--- src/rtl/oneshot_pkg.sv ---
// Shared types for the retriggerable one-shot.
// Assumes: nothing beyond SystemVerilog 2017.
package oneshot_pkg;

    // Timer phase: resting, guard after a trigger, and timing out the width.
    typedef enum logic [1:0] {
        PH_IDLE = 2'd0,
        PH_DEAD = 2'd1,
        PH_TIME = 2'd2
    } os_phase_e;

endpackage

--- src/rtl/os_edge_sync.sv ---
// Two-flop synchronizer followed by a one-cycle history flop.
// Provides the synchronized level and its value one cycle earlier so an
// edge detector can compare them.
// Assumes: din may be asynchronous; RST_VAL is chosen so that leaving reset
// does not fabricate the edge a downstream detector looks for.
module os_edge_sync #(
    parameter logic RST_VAL = 1'b0
) (
    input  logic clk,
    input  logic rst_n,
    input  logic din,
    output logic lvl,
    output logic prev
);

    logic meta_q;
    logic sync_q;
    logic hist_q;

    // Synchronize the input and keep one cycle of history.
    always_ff @(posedge clk) begin
        if (!rst_n) begin
            meta_q <= RST_VAL;
            sync_q <= RST_VAL;
            hist_q <= RST_VAL;
        end else begin
            meta_q <= din;
            sync_q <= meta_q;
            hist_q <= sync_q;
        end
    end

    assign lvl  = sync_q;
    assign prev = hist_q;

endmodule

--- src/rtl/os_trig_cond.sv ---
// Decodes the three trigger conditions from synchronized levels.
// Assumes: all inputs come from os_edge_sync instances on the same clock.
module os_trig_cond (
    input  logic a_lvl,
    input  logic a_prev,
    input  logic b_lvl,
    input  logic b_prev,
    input  logic c_lvl,
    input  logic c_prev,
    output logic fire
);

    logic b_rise;
    logic a_fall;
    logic c_rise;
    logic hit_b;
    logic hit_a;
    logic hit_c;

    // Edge detection on each synchronized input.
    always_comb begin
        b_rise = b_lvl & ~b_prev;
        a_fall = ~a_lvl & a_prev;
        c_rise = c_lvl & ~c_prev;
    end

    // Qualify each edge with the level of the other inputs; clear gates all.
    always_comb begin
        hit_b = ~a_lvl & b_rise;
        hit_a = b_lvl & a_fall;
        hit_c = ~a_lvl & b_lvl & c_rise;
        fire  = c_lvl & (hit_a | hit_b | hit_c);
    end

endmodule

--- src/rtl/os_timer.sv ---
// Pulse timer: guard phase, then timing phase, driven by a down-counter.
// Each accepted trigger loads the clamped width and the guard length; triggers
// are refused during the guard phase. Outputs are registered.
// Assumes: clr_n is an active-low asynchronous clear, rst_n synchronous;
// DEAD_CYCLES + 1 fits in WIDTH_W bits.
module os_timer
    import oneshot_pkg::*;
#(
    parameter int WIDTH_W     = 8,
    parameter int DEAD_CYCLES = 4
) (
    input  logic               clk,
    input  logic               rst_n,
    input  logic               clr_n,
    input  logic               fire,
    input  logic [WIDTH_W-1:0] width,
    output logic               pulse_q,
    output logic               pulse_qn,
    output os_phase_e          phase_o,
    output logic [WIDTH_W-1:0] remain_o
);

    localparam int                 DEAD_W  = (DEAD_CYCLES > 0) ? $clog2(DEAD_CYCLES + 1) : 1;
    localparam logic [WIDTH_W-1:0] MIN_W   = WIDTH_W'(DEAD_CYCLES + 1);
    localparam logic [DEAD_W-1:0]  DEAD_LD = DEAD_W'(DEAD_CYCLES);
    localparam os_phase_e          START_PH = (DEAD_CYCLES > 0) ? PH_DEAD : PH_TIME;

    os_phase_e          phase_q, phase_d;
    logic [WIDTH_W-1:0] remain_q, remain_d;
    logic [DEAD_W-1:0]  dead_q, dead_d;
    logic [WIDTH_W-1:0] eff_w;
    logic               accept;

    // Raise short widths to the minimum and decide whether a trigger counts.
    always_comb begin
        eff_w  = (width > MIN_W) ? width : MIN_W;
        accept = fire && (phase_q != PH_DEAD);
    end

    // Next-state logic for phase and counters.
    always_comb begin
        phase_d  = phase_q;
        remain_d = remain_q;
        dead_d   = dead_q;
        if (accept) begin
            remain_d = eff_w;
            dead_d   = DEAD_LD;
            phase_d  = START_PH;
        end else begin
            case (phase_q)
                PH_DEAD: begin
                    remain_d = remain_q - 1'b1;
                    dead_d   = dead_q - 1'b1;
                    if (dead_q == DEAD_W'(1)) begin
                        phase_d = PH_TIME;
                    end
                end
                PH_TIME: begin
                    remain_d = remain_q - 1'b1;
                    if (remain_q == WIDTH_W'(1)) begin
                        phase_d = PH_IDLE;
                    end
                end
                default: begin
                    remain_d = '0;
                    dead_d   = '0;
                end
            endcase
        end
    end

    // State and output registers; clear acts at once, reset on the clock.
    always_ff @(posedge clk or negedge clr_n) begin
        if (!clr_n) begin
            phase_q  <= PH_IDLE;
            remain_q <= '0;
            dead_q   <= '0;
            pulse_q  <= 1'b0;
            pulse_qn <= 1'b1;
        end else if (!rst_n) begin
            phase_q  <= PH_IDLE;
            remain_q <= '0;
            dead_q   <= '0;
            pulse_q  <= 1'b0;
            pulse_qn <= 1'b1;
        end else begin
            phase_q  <= phase_d;
            remain_q <= remain_d;
            dead_q   <= dead_d;
            pulse_q  <= (phase_d != PH_IDLE);
            pulse_qn <= (phase_d == PH_IDLE);
        end
    end

    assign phase_o  = phase_q;
    assign remain_o = remain_q;

endmodule

--- src/rtl/retrig_oneshot.sv ---
// Retriggerable one-shot top: synchronizes the trigger and clear inputs,
// decodes the trigger conditions and drives the pulse timer.
// Assumes: trig_a, trig_b and clr_n may be asynchronous to clk; width is
// stable around the edge where a trigger is accepted.
module retrig_oneshot
    import oneshot_pkg::*;
#(
    parameter int WIDTH_W     = 8,
    parameter int DEAD_CYCLES = 4
) (
    input  logic               clk,
    input  logic               rst_n,
    input  logic               clr_n,
    input  logic               trig_a,
    input  logic               trig_b,
    input  logic [WIDTH_W-1:0] width,
    output logic               pulse_q,
    output logic               pulse_qn
);

    localparam int               NSIG     = 3;
    // Bit 0 trig_a, bit 1 trig_b, bit 2 clr_n.
    localparam logic [NSIG-1:0]  SYNC_RST = 3'b110;

    logic [NSIG-1:0]    raw;
    logic [NSIG-1:0]    lvl;
    logic [NSIG-1:0]    prev;
    logic               fire;
    os_phase_e          tmr_phase;
    logic [WIDTH_W-1:0] tmr_remain;

    assign raw = {clr_n, trig_b, trig_a};

    // One synchronizer per sampled input.
    for (genvar g = 0; g < NSIG; g++) begin : g_sync
        os_edge_sync #(
            .RST_VAL (SYNC_RST[g])
        ) u_sync (
            .clk   (clk),
            .rst_n (rst_n),
            .din   (raw[g]),
            .lvl   (lvl[g]),
            .prev  (prev[g])
        );
    end

    os_trig_cond u_cond (
        .a_lvl  (lvl[0]),
        .a_prev (prev[0]),
        .b_lvl  (lvl[1]),
        .b_prev (prev[1]),
        .c_lvl  (lvl[2]),
        .c_prev (prev[2]),
        .fire   (fire)
    );

    os_timer #(
        .WIDTH_W     (WIDTH_W),
        .DEAD_CYCLES (DEAD_CYCLES)
    ) u_timer (
        .clk      (clk),
        .rst_n    (rst_n),
        .clr_n    (clr_n),
        .fire     (fire),
        .width    (width),
        .pulse_q  (pulse_q),
        .pulse_qn (pulse_qn),
        .phase_o  (tmr_phase),
        .remain_o (tmr_remain)
    );

endmodule

--- config.mk ---
export PLATFORM = sky130hd
export DESIGN_NAME = retrig_oneshot
export DESIGN_NICKNAME = d
export VERILOG_FILES = /design/src/rtl/oneshot_pkg.sv /design/src/rtl/os_edge_sync.sv /design/src/rtl/os_trig_cond.sv /design/src/rtl/os_timer.sv /design/src/rtl/retrig_oneshot.sv
export SDC_FILE = /design/constraint.sdc
export NUM_CORES = 1
export LEC_CHECK = 0
export BUFFER_PORTS_ARGS = -buffer_cell sky130_fd_sc_hd__clkbuf_2
export CAP_MARGIN = 20
export CORE_ASPECT_RATIO = 2
export CORE_UTILIZATION = 35
export CTS_CLUSTER_SIZE = 14
export DETAILED_ROUTE_END_ITERATION = 16
export GPL_TIMING_DRIVEN = 0
export PLACE_DENSITY_LB_ADDON = 0.08
export SLEW_MARGIN = 20
export SYNTH_ARGS = -nofsm -noshare
export SYNTH_HDL_FRONTEND = slang
export SYNTH_SLANG_ARGS = --single-unit
--- constraint.sdc ---
create_clock -name clk -period 2.87 [get_ports clk]
set_input_delay 0.4305 -clock clk [delete_from_list [all_inputs] [get_ports clk]]
set_output_delay 0.4305 -clock clk [all_outputs]
set_load 0.05 [all_outputs]
# After elaboration in Yosys (flattened, before gate mapping)
# Index checks and enable logic that the tools add are counted.
# word_totals
reg_bits,24
inputBits,13
output_inout_bits,2
wordCells,54
# op_classes
add_sub_neg,2
order_cmp,1
n_eq_ne,6
muxes,14
bitwise_logic,13
n_reduce_logical,4
# op_table
cell,count
8-bit 2-to-1 mux,4
1-bit bitwise AND,8
8-bit by 1-bit equality test with 1-bit output (second input constant),1
8-bit by 3-bit greater-than comparator with 1-bit output (second input constant),1
2-bit 2-to-1 mux,4
8-bit by 1-bit subtractor with 8-bit output (second input constant),1
3-bit 2-to-1 mux,2
3-bit case mux with 2 select lines,1
2-bit case mux with 2 select lines,1
3-bit by 1-bit equality test with 1-bit output (second input constant),1
3-bit by 2-bit != test with 1-bit output (second input constant),1
1-bit NOT,3
3-bit by 1-bit subtractor with 3-bit output (second input constant),1
2-bit by 1-bit equality test with 1-bit output (second input constant),1
2-bit equality test (second input constant),1
2-bit zero test,1
1-bit 2-to-1 mux,2
2-bit by 1-bit != test with 1-bit output (second input constant),1
1-bit OR,2
2-bit nonzero test,1
2-bit OR reduction,1
1-bit logical AND,1

# Logic depth before layout (Yosys ltp)
# Gate-level depths: netlist of run 1.
# depth
ltp_word,10
depth_mapped,7
mapped_depth_nobuf,6

# Hierarchy
# A second synthesis of run 1 with hierarchy kept.
# unflattened
hier_cells,113
hier_area_um2,1113.6
# modules_own_cells
mod,instances,cells_each,area_each_um2,seq_area_each_um2
os_timer,1,92,854.6,376.6
os_edge_sync,3,6,78.8,60.1
os_trig_cond,1,3,22.5,0.0

# Least setup slack after synthesis of run 1
# OpenSTA, ideal clock, no wires.
# synth_path
path_kind,register to register
start,"reg u_timer.phase_q[0], in the netlist u_timer.phase_o[0]"
end,reg u_timer.pulse_q
setup_ps,131
arrival_time_ps,1808
t_required_ps,2739
path_slack_ps,931
path_stages_with_launch,8
n_path_buf,1
period_less_slack_ps,1939
cell_sequence,dfrtp_1 > inv_1 > ha_1 > buf_6 > or4b_1 > o22ai_2 > nor3_1 > or3_1
# synth_via
elab_chain_cells,5
elab_cells_between_ends,10
classes_between,eq/ne (3); mux (5); reduce/logical (2)
# synth_rtl
element,line,text
"start, declared",os_timer.sv:28,"os_phase_e phase_q, phase_d;"
"start signal, assigned",os_timer.sv:87,phase_q <= phase_d;
2-bit equality test (tied with other cells),os_timer.sv:50,case (phase_q)
2-bit case mux with 2 select lines / 1-bit logical AND (equally long branches),"os_timer.sv:50, os_timer.sv:37",
2-bit 2-to-1 mux *,os_timer.sv:45,if (accept) begin
2-bit nonzero test *,os_timer.sv:90,pulse_q <= (phase_d != PH_IDLE);
1-bit 2-to-1 mux *,os_timer.sv:80,end else if (!rst_n) begin
"end signal, assigned",os_timer.sv:90,
"end, declared",os_timer.sv:17,"output logic pulse_q,"
# Mark *: on every way between the ends. The rest lies on a longest branch, timed or not.
# A chain may end at the register's enable or synchronous reset.

# Final worst setup path of run 1
# Ends and elaborated chain as after synthesis.

==> results.py, run 1 <==
metrics = {
    "clock_tree": {
        "clk_path_buf_depth": 2,
        "cts_buffers": 3,
        "clkSinkCount": 24,
        "cts-root-buf": "clkbuf_8",
        "cts_tree": "yes",
        "insertion_delay_ps": 270,
        "postCtsHoldBufs": 0,
        "clk_pin_slew_ps": 90,
        "htree_levels": 1,
        "post-cts-setup-buffers": 0,
        "ctsResizeCount": 0,
    },
    "worst_setup_path": {
        "cp_top_family": "simple AND/OR/NAND/NOR gates",
        "r2r-start": "u_timer.phase_o[0]$_DFF_PN0_",
        "cp_slowest_cell": "or4b_1",
        "crit_arrival_ps": 2210,
        "crit_path_start_kind": "register",
        "r2r_cells": 7,
        "cp_cell_sequence": "inv_1 -> ha_1 -> buf_6 -> or4b_1 -> o22ai_2 -> a211oi_1 -> or3_1",
        "worstPathRequired_ps": 3030,
        "r2r-end": "u_timer.pulse_q$_DFF_PN0_",
        "worst_setup_path_end_kind": "register",
        "crit_type": "reg2reg",
        "slowest_delay_ps": 480,
        "cp_max_fo": 10,
        "r2r_slack_ps": 820,
        "cp_num_buf_inv": 2,
    },
    "timing": {
        "max_freq_mhz": 487.9,
        "maxSlewViolCount": 0,
        "fin_crit_sh": 0.7142,
        "fin_skew_ps": 4.656,
        "slew_headroom": 0.6893,
        "hold-worst-slack_ps": 72.82,
        "setup_violations": 0,
        "hold_viol": 0,
        "rsz0062_at_grt": "false",
        "fin_setup_tns_ps": 0,
        "worst_slew_pin_slew_ps": 466.0,
        "min_period_ps": 2050,
    },
    "yosys": {
        "yosysWarnings": 0,
        "ys_types": 40,
        "synth-edff-count": 0,
        "syn_area_per_cell_um2": 10.13,
        "seq_area_frac_synth": 0.4780,
        "syn_area_mm2": 0.001165,
        "async_flop_share": 0.6250,
        "synthFlopType": "dfrtp_1",
        "yosys_register_bits": 24,
        "synthCells": 115,
        "syn-num-nets": 134,
    },
    "cells_and_area": {
        "drive_gt1_frac": 0.2030,
        "nets": 153,
        "layout_common_cells": "clkbuf_2 (14), dfrtp_1 (14), nor2_1 (13)",
        "n_antenna_cell": 0,
        "area_delta_synth_final_pct": 15.04,
        "fillers": 329,
    },
    "die": {
        "start_util": 0.3690,
        "die-area_mm2": 0.003577,
        "die_y_um": 83.59,
        "die_w_um": 42.80,
        "core_mm2": 0.003157,
        "rows": 29,
        "ios": 15,
    },
    "drt": {
        "viasPerCell": 5.470,
        "detail_route.first_pass.iterations": 4,
        "drc_errors": 0,
        "drt-initial-drc-count": 22,
        "ant_nets": 0,
        "via_count": 897,
        "wl_um": 2484,
        "wl_per_cell_um": 15.15,
    },
    "placement": {
        "dpl.hpwl_um": 1803,
        "portBuffers": 14,
        "place_congestion": 0.7735,
    },
    "global_route": {
        "grt-ovfl-total": 0,
        "grt_pass1_wl_um": 4243,
        "grt_max_degree": 17,
        "antenna_found_initial": 0,
        "grt.total_usage": 0.1586,
        "grt_pass1_vias": 948,
    },
    "min_path": {
        "hold_class": "in2async",
    },
    "run": {
        "drv_cap": 0,
    },
    "pwr": {
        "ir_drop_v": 0.0003413,
        "leakage_nw": 0.6083,
        "powerDensity_mw_per_mm2": 595.2,
        "total_power_uw": 797.5,
    },
    "status": {
        "status": "finished clean",
    },
}
layout make-up:
type	instances	area (um^2)	area share
Sequential cell	24	556.8	0.4155
Tap cell	31	38.79	0.02894
Timing Repair Buffer	14	70.07	0.05229
Multi-Input combinational cell	78	550.5	0.4108
Inverter	9	33.78	0.02521
Buffer	4	23.77	0.01774
Clock buffer	4	66.31	0.04949
Yosys cell counts, types with 2 or more instances:
cell type / number / area (um^2)
and2_1: 3 / 18.77
inv_1: 8 / 30.03
xnor2_1: 5 / 43.79
nor2_1: 13 / 48.80
clkbuf_1: 2 / 7.510
nor3_1: 2 / 10.01
o21ai_0: 4 / 20.02
dfrtp_1: 14 / 350.3
a31oi_1: 3 / 18.77
nand3_1: 3 / 15.01
a211oi_1: 3 / 22.52
dfxtp_1: 9 / 180.2
nand2b_1: 8 / 50.05
or3_1: 4 / 25.02
a21oi_1: 4 / 20.02
ha_1: 6 / 75.07
flip-flops by register name, summed over array words and instances (netlist names):
name and cells:
g_sync.u_sync.lvl 3, g_sync.u_sync.meta_q 3, u_timer.pulse_q 1, u_timer.phase_o 2
u_timer.dead_q 3, u_timer.pulse_qn 1, g_sync.u_sync.prev 3, u_timer.remain_o 8
per-stage QoR:
stage / worst slack (ps) / area [um^2] / instances / util
6_report: 820.2 / 1340 / 164 / 0.4245
5_1_grt: 720.4 / 1340 / 164 / 0.4245
4_1_cts: 805.9 / 1340 / 164 / 0.4245
3_5_place_dp: 828.9 / 1274 / 160 / 0.4035
3_3_place_gp: 822.3 / 1274 / 160 / 0.4035
2_1_floorplan: 930.9 / 1165 / 115 / -
worst max-delay path by stage:
stage / cells after the start / endpoint / startpoint / slack, ps
finish: 7 / u_timer.pulse_q$_DFF_PN0_ / u_timer.phase_o[0]$_DFF_PN0_ / 820
floorplan: 7 / u_timer.pulse_q$_DFF_PN0_ / u_timer.phase_o[0]$_DFF_PN0_ / 930
CTS: 7 / u_timer.pulse_q$_DFF_PN0_ / u_timer.phase_o[0]$_DFF_PN0_ / 810
detailed placement: 7 / u_timer.pulse_q$_DFF_PN0_ / u_timer.phase_o[0]$_DFF_PN0_ / 830
global placement: 7 / u_timer.pulse_q$_DFF_PN0_ / u_timer.phase_o[0]$_DFF_PN0_ / 820
global route: 7 / u_timer.pulse_q$_DFF_PN0_ / u_timer.phase_o[0]$_DFF_PN0_ / 720
cells by family after synthesis:
family | Yosys count | synth area share
XOR/XNOR | 5 | 0.03759
AO/OA/AOI/OAI | 22 | 0.1396
adder cells (fa/ha/maj) | 6 | 0.06445
flip-flops | 24 | 0.4780
AND/OR/NAND/NOR | 44 | 0.2224
multiplexers | 1 | 0.008593
buffers and inverters | 13 | 0.04940
routing by layer:
layer / wire [um] / global-route usage / vias to the layer above
li1: - / - / 438
met1: 1023 / 0.1667 / 427
met2: 1327 / 0.2769 / 25
met3: 61 / 0.02381 / 7
met4: 70 / 0.1023 / 0
met5: 0 / 0 / -
power by group:
group,leakage (nW),internal (mW),switching (mW)
registers,0.277,0.358,0.0163
clock network,0.0339,0.152,0.118
logic,0.298,0.0700,0.0841
No activity file was read; power rests on OpenSTA's default activity.
==> run 2: changes to the inputs <==
==> constraint.sdc (replaced) <==
create_clock -name clk -period 2 [get_ports clk]
set_input_delay 0.3 -clock clk [delete_from_list [all_inputs] [get_ports clk]]
set_output_delay 0.3 -clock clk [all_outputs]
set_load 0.05 [all_outputs]
==> results.py, run 2 (same netlist as run 1, synthesis figures left out) <==
metrics = {
    "die": {
        "die_y_um": 83.59,
        "start_util": 0.3690,
        "core_mm2": 0.003157,
        "rows": 29,
        "ios": 15,
        "die_w_um": 42.80,
        "die-area_mm2": 0.003577,
    },
    "drt": {
        "wl_um": 2617,
        "wl_met3_um": 66,
        "viasPerCell": 5.533,
        "via_count": 935,
        "drt-initial-drc-count": 23,
        "dr_wl_met2_um": 1364,
        "drc_errors": 0,
        "drt-met1-wl_um": 1112,
        "wl_per_cell_um": 15.49,
        "ant_nets": 0,
        "top_layer": "met4",
        "detail_route.first_pass.iterations": 4,
    },
    "cells_and_area": {
        "area_delta_synth_final_pct": 21.91,
        "fillers": 322,
        "nets": 158,
        "largest_register_ffs": 8,
        "fin_area_mm2": 0.001420,
        "layout_common_cells": "clkbuf_2 (14), dfrtp_1 (14), nor2_1 (13)",
        "final_cell_count_no_fill": 169,
        "seq_area_um2": 556.8,
        "n_antenna_cell": 0,
        "drive_gt1_frac": 0.2754,
        "multi_input_area_um2": 586.8,
    },
    "pwr": {
        "powerDensity_mw_per_mm2": 827.9,
        "ir_drop_v": 0.0005019,
        "leakage_nw": 0.6337,
    },
    "placement": {
        "dpl_worst_slack_ps": -41.08,
        "dp.cells": 160,
        "dpl.hpwl_um": 1803,
        "place_congestion": 0.7735,
        "portBuffers": 14,
        "post_dp_cell_area_mm2": 0.001274,
    },
    "worst_setup_path": {
        "crit_path_start_kind": "register",
        "cp_cell_sequence": "ha_4 -> buf_6 -> or4b_4 -> o22ai_4 -> a211oi_2 -> or3_1",
        "cp_max_fo": 3,
        "cp_slowest_cell": "or4b_4",
        "worst_setup_path_end_kind": "register",
        "worstPathRequired_ps": 2160,
        "slowest_delay_ps": 480,
        "crit_type": "reg2reg",
        "crit_arrival_ps": 2130,
    },
    "clock_tree": {
        "clk_pin_slew_ps": 100,
        "clk_path_buf_depth": 2,
        "cts_buffers": 3,
        "cts_tree": "yes",
        "clkSinkCount": 24,
        "htree_levels": 1,
        "cts-root-buf": "clkbuf_8",
        "insertion_delay_ps": 280,
    },
    "timing": {
        "fin_crit_sh": 0.9868,
        "min_period_ps": 1974,
        "hold_viol": 0,
        "maxSlewViolCount": 0,
        "fin_skew_ps": 11.68,
        "worst_slack_ps": 26.49,
        "slew_headroom": 0.7083,
        "worst_slew_pin_slew_ps": 437.5,
        "setup_violations": 0,
        "max_freq_mhz": 506.7,
    },
    "status": {
        "status": "finished clean",
    },
    "run": {
        "drv_cap": 0,
    },
    "global_route": {
        "antenna_found_initial": 0,
        "grt_pass1_vias": 984,
        "grt-ovfl-total": 0,
        "grt.total_usage": 0.1647,
        "grt_max_degree": 17,
        "grt_pass1_wl_um": 4429,
    },
    "min_path": {
        "hold_class": "in2reg",
    },
}
run 2: power by group:
| group | leakage, nW | internal [mW] | switching [mW] |
|---|---|---|---|
| registers | 0.277 | 0.513 | 0.0235 |
| clock network | 0.0339 | 0.218 | 0.177 |
| logic | 0.323 | 0.115 | 0.130 |
run 2: layer usage:
layer  up-vias  global-route usage
met1       458              0.1722
met3         7             0.02597
li1        449                   -
met4         0              0.1136
met5         -                   0
met2        21              0.2837
run 2: what timing repair did:
item | CTS | global route
endpoints found under the setup margin | 1 | 10
hold endpoints to repair | 14 | 0
pin swaps | 3 | 2
setup buffers | 3 | 1
gates resized for setup | 4 | 7
hold buffers | 1 | 0
run 2: worst paths after layout:
kind / slack (ps) / end / from / depth (start not counted)
min in group asynchronous: 480 / u_timer.phase_o[0]$_DFF_PN0_ / clr_n / 2
max reg2reg: 30 / u_timer.pulse_q$_DFF_PN0_ / u_timer.phase_o[1]$_DFF_PN0_ / 6
min: 200 / g_sync[1].u_sync.meta_q$_SDFF_PN1_ / trig_b / 2
max: 30 / u_timer.pulse_q$_DFF_PN0_ / u_timer.phase_o[1]$_DFF_PN0_ / 6
min reg2reg: 420 / g_sync[2].u_sync.lvl$_SDFF_PN1_ / g_sync[2].u_sync.meta_q$_SDFF_PN1_ / 1
max in group asynchronous: 1180 / u_timer.pulse_qn$_DFF_PN1_ / clr_n / 2
run 2: metrics by stage:
step                hold slack, ps  utilization  setup TNS (ps)  power [mW]
detailed placement           263.3       0.4035          -41.08      0.7686
global placement             255.8       0.4035          -47.69      0.7651
floorplan                    4.409            -               0      0.7080
finish                       204.5       0.4499               0       1.176
global route                 198.5       0.4499          -6.320       1.231
CTS                          203.8       0.4415          -18.00       1.167
run 2: final cells by class:
| type | count | share of cell area |
|---|---|---|
| tap | 31 | 0.02731 |
| inverter | 9 | 0.02379 |
| sequential | 24 | 0.3921 |
| clock buffer | 4 | 0.04670 |
| multi-input combinational | 78 | 0.4132 |
| buffer | 4 | 0.01938 |
| timing repair buffer | 19 | 0.07753 |
run 2: worst max-delay path, delay by kind of cell, from the launching register on:
family / cells / cell delay, ps
adders and majority gates: 1 / 260
AOI/OAI and AO/OA: 2 / 250
and+or+nand+nor: 2 / 780
DFF: 1 / 440
buffers and inverters: 1 / 110
==> run 3: changes to the inputs <==
--- a/config.mk
+++ b/config.mk
@@ -13,6 +13,7 @@
 export DETAILED_ROUTE_END_ITERATION = 16
 export GPL_TIMING_DRIVEN = 0
 export PLACE_DENSITY_LB_ADDON = 0.08
+export SETUP_SLACK_MARGIN = 0.05
 export SLEW_MARGIN = 20
 export SYNTH_ARGS = -nofsm -noshare
 export SYNTH_HDL_FRONTEND = slang
==> results.py, run 3 (same netlist as run 1, synthesis figures left out) <==
metrics = {
    "die": {
        "rows": 29,
        "die_y_um": 83.59,
        "core_mm2": 0.003157,
        "die_w_um": 42.80,
        "start_util": 0.3690,
        "die-area_mm2": 0.003577,
        "ios": 15,
    },
    "global_route": {
        "grt_pass1_wl_um": 4429,
        "grt.total_usage": 0.1647,
        "gr-usage-met3": 0.02597,
        "use_met1": 0.1722,
        "grt-ovfl-total": 0,
        "grt_pass1_vias": 984,
        "grt_max_degree": 17,
        "grt_util_met2": 0.2837,
        "grt_busiest_layer": "met2",
        "antenna_found_initial": 0,
    },
    "timing": {
        "maxSlewViolCount": 0,
        "min_period_ps": 1968,
        "fin_crit_sh": 0.9842,
        "setup_violations": 0,
        "slew_headroom": 0.7103,
        "hold_viol": 0,
        "rsz0062_at_grt": "true",
        "worst_slew_pin_slew_ps": 434.5,
        "max_freq_mhz": 508.0,
        "fin_skew_ps": 10.19,
    },
    "worst_setup_path": {
        "cp-startpoint": "u_timer.phase_o[1]$_DFF_PN0_",
        "crit_path_start_kind": "register",
        "slowest_delay_ps": 490,
        "cp_max_fo": 3,
        "crit_arrival_ps": 2130,
        "cp_slowest_cell": "or4b_4",
        "cp_cell_sequence": "ha_4 -> buf_6 -> or4b_4 -> o22ai_4 -> a211oi_2 -> or3_1",
        "worstPathRequired_ps": 2160,
        "r2r_cells": 6,
        "r2r-end": "u_timer.pulse_q$_DFF_PN0_",
        "r2r-start": "u_timer.phase_o[1]$_DFF_PN0_",
        "r2r_slack_ps": 30,
        "worst_setup_path_end_kind": "register",
        "crit_type": "reg2reg",
    },
    "drt": {
        "viasPerCell": 5.503,
        "drt-initial-drc-count": 33,
        "wl_um": 2645,
        "ant_nets": 0,
        "via_count": 930,
        "detail_route.first_pass.iterations": 4,
        "drc_errors": 0,
        "wl_per_cell_um": 15.65,
    },
    "placement": {
        "portBuffers": 14,
        "place_congestion": 0.7735,
        "dpl.hpwl_um": 1803,
    },
    "clock_tree": {
        "clk_pin_slew_ps": 100,
        "cts-root-buf": "clkbuf_8",
        "insertion_delay_ps": 280,
        "clk_path_buf_depth": 2,
        "cts_tree": "yes",
        "cts_buffers": 3,
        "htree_levels": 1,
        "clkSinkCount": 24,
    },
    "cells_and_area": {
        "area_delta_synth_final_pct": 21.91,
        "largest_register_ffs": 8,
        "drive_gt1_frac": 0.2754,
        "fillers": 322,
        "nets": 158,
        "n_antenna_cell": 0,
        "layout_common_cells": "clkbuf_2 (14), dfrtp_1 (14), nor2_1 (13)",
        "multi_input_area_um2": 586.8,
        "seq_area_um2": 556.8,
        "utilization": 0.4499,
    },
    "min_path": {
        "hold_depth": 2,
        "hold_end": "g_sync[1].u_sync.meta_q$_SDFF_PN1_",
        "hold_class": "in2reg",
        "min_from": "trig_b",
    },
    "pwr": {
        "ir_drop_v": 0.0005004,
        "total_power_mw": 1.176,
        "powerDensity_mw_per_mm2": 827.9,
        "leakage_nw": 0.6337,
    },
    "run": {
        "drv_cap": 0,
    },
    "status": {
        "status": "finished clean",
    },
}
## run 3: worst max path at each step
stage	slack [ps]	end
after floorplan	60	u_timer.pulse_q$_DFF_PN0_
after global placement	-50	u_timer.pulse_q$_DFF_PN0_
after detailed placement	-40	u_timer.pulse_q$_DFF_PN0_
after CTS	-20	u_timer.pulse_q$_DFF_PN0_
after global routing	-6	u_timer.pulse_q$_DFF_PN0_
final	30	u_timer.pulse_q$_DFF_PN0_
## run 3: where the power goes
group | internal (mW) | switching, mW
clock | 0.218 | 0.176
sequential | 0.513 | 0.0238
combinational | 0.115 | 0.130
total | 0.846 | 0.330
## run 3: layout make-up
type,count,area share
Inverter,9,0.02379
Timing Repair Buffer,19,0.07753
Multi-Input combinational cell,78,0.4132
Clock buffer,4,0.04670
Tap cell,31,0.02731
Sequential cell,24,0.3921
Buffer,4,0.01938
## run 3: worst max-delay path, delay by kind of cell, from the launching register on
family                   cells  cell delay (ps)
flip-flops                   1              440
AO/OA/AOI/OAI                2              250
AND/OR/NAND/NOR              2              790
adder cells (fa/ha/maj)      1              260
buffers and inverters        1              110
## run 3: through the flow
stage | setup TNS, ps | setup WS, ps | instance area [um^2] | cells | hold WS [ps]
floorplan | 0 | 60.86 | 1165 | 115 | 4.409
global placement | -47.69 | -47.69 | 1274 | 160 | 255.8
detailed placement | -41.08 | -41.08 | 1274 | 160 | 263.3
CTS | -18.00 | -18.00 | 1394 | 168 | 203.8
global route | -6.320 | -6.320 | 1420 | 169 | 198.5
finish | 0 | 31.62 | 1420 | 169 | 203.6
## run 3: per-layer routing
| layer | vias to the layer above | wire, um |
|---|---|---|
| met5 | - | 0 |
| met4 | 0 | 74 |
| met3 | 7 | 73 |
| met2 | 25 | 1393 |
| met1 | 451 | 1103 |
| li1 | 447 | - |
## run 3: repair_timing
action | in CTS | in global routing
setup endpoints to repair | 2 | 12
hold buffers | 1 | 0
pin swaps | 3 | 2
setup buffers | 3 | 1
endpoints found under the hold margin | 14 | 0
resized for setup | 4 | 7
